[config.mk]
export PLATFORM = sky130hd
export DESIGN_NAME = sfg_ident
export DESIGN_NICKNAME = d
export VERILOG_FILES = /design/src/rtl/sfg_pkg.sv /design/src/rtl/sfg_frame.sv /design/src/rtl/sfg_match.sv /design/src/rtl/sfg_ident.sv
export SDC_FILE = /design/constraint.sdc
export NUM_CORES = 1
export LEC_CHECK = 0
export BUFFER_PORTS_ARGS = -buffer_cell sky130_fd_sc_hd__buf_2
export CORE_ASPECT_RATIO = 2
export CORE_UTILIZATION = 51
export DETAILED_ROUTE_END_ITERATION = 6
export PLACE_DENSITY = 0.76
export RECOVER_POWER = 25
export SLEW_MARGIN = 20
export SYNTH_ARGS = -nofsm -noshare
export SYNTH_HDL_FRONTEND = slang
export SYNTH_SLANG_ARGS = --single-unit
[constraint.sdc]
create_clock -name clk -period 2.3 [get_ports clk]
set_input_delay 0.46 -clock clk [delete_from_list [all_inputs] [get_ports clk]]
set_output_delay 0.46 -clock clk [all_outputs]
set_load 0.005 [all_outputs]
[src/rtl/sfg_pkg.sv]
package sfg_pkg;

  localparam int PB_W = 11;
  localparam int SH_W = 4;
  localparam int PC_W = 14;

  typedef enum logic [1:0] {
    FLT_NONE   = 2'd0,
    FLT_ABSENT = 2'd1,
    FLT_UNSUP  = 2'd2
  } fault_e;

  typedef enum logic [2:0] {
    PH_IDLE,
    PH_ID_RUN,
    PH_ID_CHK,
    PH_ST_RUN,
    PH_ST_CHK
  } phase_e;

  typedef struct packed {
    logic            known;
    logic [1:0]      cls;
    logic [PC_W-1:0] pages;
  } part_t;

  function automatic part_t id_lookup(input logic [7:0] dev, input logic [7:0] ext);
    part_t p;
    p = '0;
    if (ext == 8'h00) begin
      case (dev)
        8'h22, 8'h23, 8'h24, 8'h25: begin
          p.known = 1'b1;
          p.cls   = 2'd0;
          p.pages = PC_W'(512) << (dev[2:0] - 3'd2);
        end
        8'h26: begin p.known = 1'b1; p.cls = 2'd1; p.pages = PC_W'(4096); end
        8'h27: begin p.known = 1'b1; p.cls = 2'd1; p.pages = PC_W'(8192); end
        8'h28: begin p.known = 1'b1; p.cls = 2'd2; p.pages = PC_W'(8192); end
        default: p = '0;
      endcase
    end else if (ext == 8'h01 && dev == 8'h27) begin
      p.known = 1'b1; p.cls = 2'd1; p.pages = PC_W'(8192);
    end
    return p;
  endfunction

  function automatic logic id_dual(input logic [7:0] dev, input logic [7:0] ext);
    return !(dev == 8'h27 && ext == 8'h00);
  endfunction

  function automatic part_t density_lookup(input logic [3:0] code);
    part_t p;
    p = '0;
    p.known = 1'b1;
    case (code)
      4'h3: begin p.cls = 2'd0; p.pages = PC_W'(512);  end
      4'h5: begin p.cls = 2'd0; p.pages = PC_W'(1024); end
      4'h7: begin p.cls = 2'd0; p.pages = PC_W'(2048); end
      4'h9: begin p.cls = 2'd0; p.pages = PC_W'(4096); end
      4'hB: begin p.cls = 2'd1; p.pages = PC_W'(4096); end
      4'hD: begin p.cls = 2'd1; p.pages = PC_W'(8192); end
      4'hE, 4'hF: begin p.cls = 2'd2; p.pages = PC_W'(8192); end
      default: p = '0;
    endcase
    return p;
  endfunction

  function automatic logic [PB_W-1:0] geo_bytes(input logic [1:0] cls, input logic pow2);
    return (pow2 ? PB_W'(256) : PB_W'(264)) << cls;
  endfunction

  function automatic logic [SH_W-1:0] geo_shift(input logic [1:0] cls, input logic pow2);
    return SH_W'(8) + SH_W'(cls) + SH_W'(!pow2);
  endfunction

endpackage

[src/rtl/sfg_frame.sv]
module sfg_frame #(
  parameter int CNT_W = 3
) (
  input  logic             clk,
  input  logic             rst_n,
  input  logic             launch,
  input  logic [7:0]       op,
  input  logic [CNT_W-1:0] n_data,
  output logic             cs_n,
  output logic             xfer_go,
  output logic [7:0]       xfer_tx,
  input  logic             xfer_done,
  input  logic [7:0]       xfer_rx,
  output logic             rx_stb,
  output logic [CNT_W-1:0] rx_idx,
  output logic [7:0]       rx_byte,
  output logic             frame_end
);

  logic             active, pend;
  logic [CNT_W-1:0] cnt, last;
  logic [7:0]       op_q;
  logic             took;

  assign cs_n      = !active;
  assign xfer_go   = active && !pend;
  assign xfer_tx   = (cnt == '0) ? op_q : 8'h00;
  assign took      = active && pend && xfer_done;
  assign rx_stb    = took && (cnt != '0);
  assign rx_idx    = cnt - CNT_W'(1);
  assign rx_byte   = xfer_rx;
  assign frame_end = took && (cnt == last);

  always_ff @(posedge clk or negedge rst_n) begin
    if (!rst_n) begin
      active <= 1'b0;
      pend   <= 1'b0;
      cnt    <= '0;
      last   <= '0;
      op_q   <= 8'h00;
    end else if (launch) begin
      active <= 1'b1;
      pend   <= 1'b0;
      cnt    <= '0;
      last   <= n_data;
      op_q   <= op;
    end else begin
      if (xfer_go) pend <= 1'b1;
      if (took) begin
        pend <= 1'b0;
        cnt  <= cnt + CNT_W'(1);
        if (cnt == last) active <= 1'b0;
      end
    end
  end

endmodule

[src/rtl/sfg_match.sv]
module sfg_match
  import sfg_pkg::*;
#(
  parameter logic [7:0] MFR_CODE = 8'h1F
) (
  input  logic [7:0]      mfr,
  input  logic [7:0]      dev,
  input  logic [7:0]      ext,
  input  logic [7:0]      stat,
  output logic            mfr_hit,
  output logic            id_known,
  output logic            id_dual_mode,
  output logic [1:0]      id_cls,
  output logic [PC_W-1:0] id_pages,
  output logic            stat_absent,
  output logic            leg_known,
  output logic [1:0]      leg_cls,
  output logic [PC_W-1:0] leg_pages
);

  part_t id_p, leg_p;

  assign id_p         = id_lookup(dev, ext);
  assign leg_p        = density_lookup(stat[5:2]);
  assign mfr_hit      = (mfr == MFR_CODE);
  assign id_known     = id_p.known;
  assign id_dual_mode = id_dual(dev, ext);
  assign id_cls       = id_p.cls;
  assign id_pages     = id_p.pages;
  assign stat_absent  = (stat == 8'h00) || (stat == 8'hFF);
  assign leg_known    = leg_p.known;
  assign leg_cls      = leg_p.cls;
  assign leg_pages    = leg_p.pages;

endmodule

[src/rtl/sfg_ident.sv]
module sfg_ident
  import sfg_pkg::*;
#(
  parameter logic [7:0] OP_READ_ID   = 8'h9F,
  parameter logic [7:0] OP_READ_STAT = 8'hD7,
  parameter logic [7:0] MFR_CODE     = 8'h1F,
  parameter int         ID_BYTES     = 5
) (
  input  logic            clk,
  input  logic            rst_n,
  input  logic            start,
  output logic            cs_n,
  output logic            xfer_go,
  output logic [7:0]      xfer_tx,
  input  logic            xfer_done,
  input  logic [7:0]      xfer_rx,
  output logic            busy,
  output logic            geo_valid,
  output logic [1:0]      geo_fault,
  output logic [PB_W-1:0] page_bytes,
  output logic [SH_W-1:0] page_shift,
  output logic [PC_W-1:0] page_count,
  output logic            rev_d
);

  localparam int CNT_W     = $clog2(ID_BYTES + 1);
  localparam int KEY_BYTES = 3;

  phase_e           phase;
  logic             boot_pend, jedec_q, run_req;
  logic [7:0]       id_q [KEY_BYTES];
  logic [7:0]       stat_q;

  // events brought out for the checker
  logic             launch, frame_end, rx_stb, need_stat;
  logic [7:0]       launch_op, rx_byte;
  logic [CNT_W-1:0] launch_n, rx_idx;

  logic             mfr_hit, id_known, id_dual_mode, stat_absent, leg_known;
  logic [1:0]       id_cls, leg_cls;
  logic [PC_W-1:0]  id_pages, leg_pages;

  logic             fin, fin_pow2, fin_rev;
  fault_e           fin_fault;
  logic [1:0]       fin_cls;
  logic [PC_W-1:0]  fin_pages;

  sfg_frame #(.CNT_W(CNT_W)) u_frame (
    .clk(clk), .rst_n(rst_n), .launch(launch), .op(launch_op), .n_data(launch_n),
    .cs_n(cs_n), .xfer_go(xfer_go), .xfer_tx(xfer_tx),
    .xfer_done(xfer_done), .xfer_rx(xfer_rx),
    .rx_stb(rx_stb), .rx_idx(rx_idx), .rx_byte(rx_byte), .frame_end(frame_end)
  );

  sfg_match #(.MFR_CODE(MFR_CODE)) u_match (
    .mfr(id_q[0]), .dev(id_q[1]), .ext(id_q[2]), .stat(stat_q),
    .mfr_hit(mfr_hit), .id_known(id_known), .id_dual_mode(id_dual_mode),
    .id_cls(id_cls), .id_pages(id_pages), .stat_absent(stat_absent),
    .leg_known(leg_known), .leg_cls(leg_cls), .leg_pages(leg_pages)
  );

  assign run_req   = start || boot_pend;
  assign busy      = (phase != PH_IDLE);
  assign need_stat = !mfr_hit || (id_known && id_dual_mode);

  always_comb begin
    launch    = 1'b0;
    launch_op = OP_READ_ID;
    launch_n  = CNT_W'(ID_BYTES);
    fin       = 1'b0;
    fin_fault = FLT_NONE;
    fin_cls   = 2'd0;
    fin_pow2  = 1'b0;
    fin_pages = '0;
    fin_rev   = 1'b0;
    case (phase)
      PH_IDLE: launch = run_req;
      PH_ID_CHK: begin
        if (need_stat) begin
          launch    = 1'b1;
          launch_op = OP_READ_STAT;
          launch_n  = CNT_W'(1);
        end else begin
          fin = 1'b1;
          if (id_known) begin
            fin_cls   = id_cls;
            fin_pages = id_pages;
          end else begin
            fin_fault = FLT_UNSUP;
          end
        end
      end
      PH_ST_CHK: begin
        fin = 1'b1;
        if (jedec_q) begin
          fin_cls   = id_cls;
          fin_pages = id_pages;
          fin_pow2  = stat_q[0];
          fin_rev   = 1'b1;
        end else if (stat_absent) begin
          fin_fault = FLT_ABSENT;
        end else if (leg_known) begin
          fin_cls   = leg_cls;
          fin_pages = leg_pages;
        end else begin
          fin_fault = FLT_UNSUP;
        end
      end
      default: ;
    endcase
  end

  always_ff @(posedge clk or negedge rst_n) begin
    if (!rst_n) begin
      phase      <= PH_IDLE;
      boot_pend  <= 1'b1;
      jedec_q    <= 1'b0;
      stat_q     <= 8'h00;
      for (int i = 0; i < KEY_BYTES; i++) id_q[i] <= 8'h00;
      geo_valid  <= 1'b0;
      geo_fault  <= FLT_NONE;
      page_bytes <= '0;
      page_shift <= '0;
      page_count <= '0;
      rev_d      <= 1'b0;
    end else begin
      geo_valid <= 1'b0;
      if (phase == PH_ID_RUN && rx_stb && rx_idx < CNT_W'(KEY_BYTES))
        id_q[rx_idx[1:0]] <= rx_byte;
      if (phase == PH_ST_RUN && rx_stb)
        stat_q <= rx_byte;
      case (phase)
        PH_IDLE:   if (run_req) begin phase <= PH_ID_RUN; boot_pend <= 1'b0; end
        PH_ID_RUN: if (frame_end) phase <= PH_ID_CHK;
        PH_ST_RUN: if (frame_end) phase <= PH_ST_CHK;
        PH_ID_CHK: if (need_stat) begin phase <= PH_ST_RUN; jedec_q <= mfr_hit; end
                   else phase <= PH_IDLE;
        PH_ST_CHK: phase <= PH_IDLE;
        default:   phase <= PH_IDLE;
      endcase
      if (fin) begin
        geo_valid  <= 1'b1;
        geo_fault  <= fin_fault;
        rev_d      <= fin_rev;
        page_count <= fin_pages;
        page_bytes <= (fin_fault == FLT_NONE) ? geo_bytes(fin_cls, fin_pow2) : '0;
        page_shift <= (fin_fault == FLT_NONE) ? geo_shift(fin_cls, fin_pow2) : '0;
      end
    end
  end

endmodule

==> key figures <==
Status
  • Status: finished with violations
  • Failing checks: max-capacitance violations, max-slew violations, negative setup slack

Critical path
  • CP endpoint kind: flop
  • Critical Path Start Type: flop
  • WP buf/inv: 1
  • Critical path type: reg -> reg
  • Max incr delay on CP: 0.55 ns
  • Crit path from: id_q[14]
  • CP max stage cell: or4b_4
  • Critical Path Fanout Max: 6
  • Worst setup path endpoint: page_shift[1]
  • CP arrival: 2.62 ns
  • Worst EP required: 2.54 ns
  • Flop-to-flop setup slack: -0.08 ns
  • Reg2reg end: page_shift[1]
  • Reg2reg path depth: 6
  • Worst-path cell chain: or4b_4 -> or3_4 -> o41ai_4 -> inv_2 -> ha_4 -> o31ai_2
  • Crit path depth: 6
  • Critical path's top delay family: simple AND/OR/NAND/NOR gates
  • Worst R2R Start: id_q[14]

CTS
  • Worst-path clk slew: 0.05 ns
  • H-tree depth: 3
  • CTS tree: built
  • Hold_buf cts: 0
  • Root Driver: clkbuf_16
  • Number of buffers created by CTS: 9
  • Clock Latency Late Sink: 0.33 ns
  • Max Root-Sink Buffers: 2
  • CTS Sinks: 64

GRT
  • GRT overflow: 0
  • Vias in the first global route: 2509
  • Largest net degree at the start of global routing: 65
  • Initial antenna violation count: 0
  • Global-route wire length before repair: 11.85 mm
  • Total Routing Usage GR: 0.2386

Drt
  • Via count: 2543
  • First-pass DRT Iterations: 5
  • DR WL/cell: 16.23 um
  • Initial drt markers: 118
  • DR vias/cell: 5.481
  • Final WL: 7.532 mm
  • DRC viols: 0
  • Post-DRT Antenna Nets: 0

STA
  • Final Setup Violations: 3
  • RSZ-0062 raised after global routing: true
  • Fin crit period: 2.378 ns
  • Fin Hold WS: 0.4180 ns
  • Max-slew violation count: 65
  • Final Hold Vio Count: 0
  • Clk_skew: 0.004861 ns
  • Relative slew slack: -0.02325
  • Least-Margin Pin Slew: 1.535 ns
  • Final worst slack: -0.07847 ns
  • Fmax achieved: 0.4204 GHz
  • Tcrit/Tclk final: 1.034

Yosys
  • Seq/Total Area, Yosys: 0.4782
  • Register bit total from synthesis: 64
  • Asr flop ratio synth: 1.000
  • Top cells by area, synth: dfrtp_1 (47%), mux2_2 (10%), buf_4 (4.3%)
  • Area leader, netlist: dfrtp_1
  • Post-synth top area share: 0.4703
  • Synth warn: 0
  • Syn Area/Cell: 11.10 um2
  • Cell count after synthesis: 302
  • EDFF count, synth: 0
  • Post-Synthesis Cell Area: 0.003352 mm2
  • Synth unique cells: 60
  • Post-synth top flop: dfrtp_1

Cells and area
  • Share of layout cells above drive strength 1: 0.4286
  • Post-route cell area: 0.004282 mm2
  • Final nets: 395
  • P&R area growth vs syn: 27.73%
  • Most frequent cells in the layout: dfrtp_1 (63), buf_2 (41), mux2_2 (31), buf_4 (31), nor2_1 (16)
  • FILL cells: 481
  • Leading cell type in the layout, fill and taps excluded: dfrtp_1
  • N_diodes: 0

Power
  • Power Density: 1123 mW/mm2
  • Total Power: 4809 uW
  • P_leak: 0.002146 uW
  • Max VDD drop: 0.7630 mV

Hold path
  • Type of the most critical hold path: in -> reg
  • Hold_sp: xfer_rx[6]

Placement
  • Area after DPL: 0.003776 mm2
  • Post-DP HPWL: 5.296 mm
  • Port bufs: 41
  • Final GP Congestion: 0.9659

Die
  • Initial Utilization: 0.5312
  • Die width: 59.33 um
  • Placeable Area: 0.006310 mm2
  • Die Span Y: 116.7 um
  • I/O pin cnt: 56
  • Die area: 0.006920 mm2
  • FP Rows: 41

Run
  • Max-cap viol count: 1
==> how the worst min path moves through the flow <==
stage          slack (ns)  cells after the start              end
4_1_cts              0.14                      2  u_frame.op_q[6]
2_1_floorplan        0.16                      0     geo_fault[0]
6_report             0.42                      2         id_q[22]
5_1_grt              0.43                      2         id_q[14]
3_5_place_dp         0.46                      1            rev_d
3_3_place_gp         0.46                      1     geo_fault[1]
==> kinds of logic (layout without fill, tap and decap cells) <==
| family | count (synthesis) | count (layout) | share of synthesized area |
|---|---|---|---|
| simple gates | 91 | 91 | 0.1564 |
| flops | 64 | 64 | 0.4782 |
| compound gates | 50 | 50 | 0.1150 |
| buf+inv | 45 | 108 | 0.08062 |
| mux | 33 | 33 | 0.1105 |
| fa+ha+maj | 10 | 10 | 0.03733 |
| xor+xnor | 8 | 8 | 0.02090 |
| other cells | 1 | 14 | 0.001119 |
==> registers in the layout, indices dropped and copies added, names as in the netlist <==
signal	count
id_q	24
stat_q	8
page_bytes	6
page_count	5
page_shift	4
phase	3
u_frame.cnt	3
u_frame.op_q	3
geo_fault	2
boot_pend	1
geo_valid	1
jedec_q	1
rev_d	1
u_frame.active	1
u_frame.pend	1
==> per-layer routing <==
metal  part of all wire  track usage  vias up
met1               0.36       0.2395     1251
met4              0.045       0.1460        0
met5                  0            0        -
met2               0.55       0.4270       73
met3              0.036      0.05648       24
li1                   -            -     1195
==> per-stage QoR <==
stage,setup WS (ns),TNS [ns],cells,utilization
after detailed placement,-0.1711,-2.211,441,0.5985
after CTS,-0.1191,-0.4788,461,0.6625
after global placement,-0.1314,-1.804,441,0.5985
after floorplan,-0.1028,-0.2857,315,-
after global routing,-0.1660,-0.9158,464,0.6786
final,-0.07847,-0.2219,464,0.6786
==> layout make-up <==
class	count	area (um2)	share of cell area
Sequential cell	64	1603	0.3743
Clock inverter	3	40.04	0.009351
Timing Repair Buffer	78	503.0	0.1175
Multi-Input combinational cell	206	1713	0.4001
Tap cell	86	107.6	0.02513
Clock buffer	13	260.3	0.06078
Inverter	14	55.05	0.01286
==> synth_stat cells, types with 2 or more instances <==
library cell and n:
buf_6 2, a221o_1 2, buf_4 19, o21ai_0 7, ha_1 10, inv_1 14, and2_1 5, nand4_1 3
mux2_2 31, xnor2_1 4, nand3_1 14, xor2_1 4, or3b_2 2, or4b_2 2, nor3_1 7, and4_1 2
nor2_1 17, clkbuf_1 6, nor4_1 4, buf_2 3, a211o_1 3, nor3b_1 2, o31ai_1 6, nor4b_1 3
and3_1 3, nand2_1 9, o41ai_1 2, or3_1 5, a21oi_1 8, o21bai_1 2, a21o_1 6, dfrtp_1 63
or4_1 2, nor2b_1 4
==> timing repair <==
item,4_1_cts,5_1_grt
buffers inserted,4,4
setup endpoints to repair,20,25
cloned,0,0
pin swaps,6,10
hold endpoints to repair,0,0
resized for setup,16,22
==> report_power, final <==
group	switching, uW	total, uW	internal (uW)
logic	810	1660	851
registers	311	1800	1490
clock network	451	1340	893
total	1570	4810	3240
(Power assumes the default switching activity.)
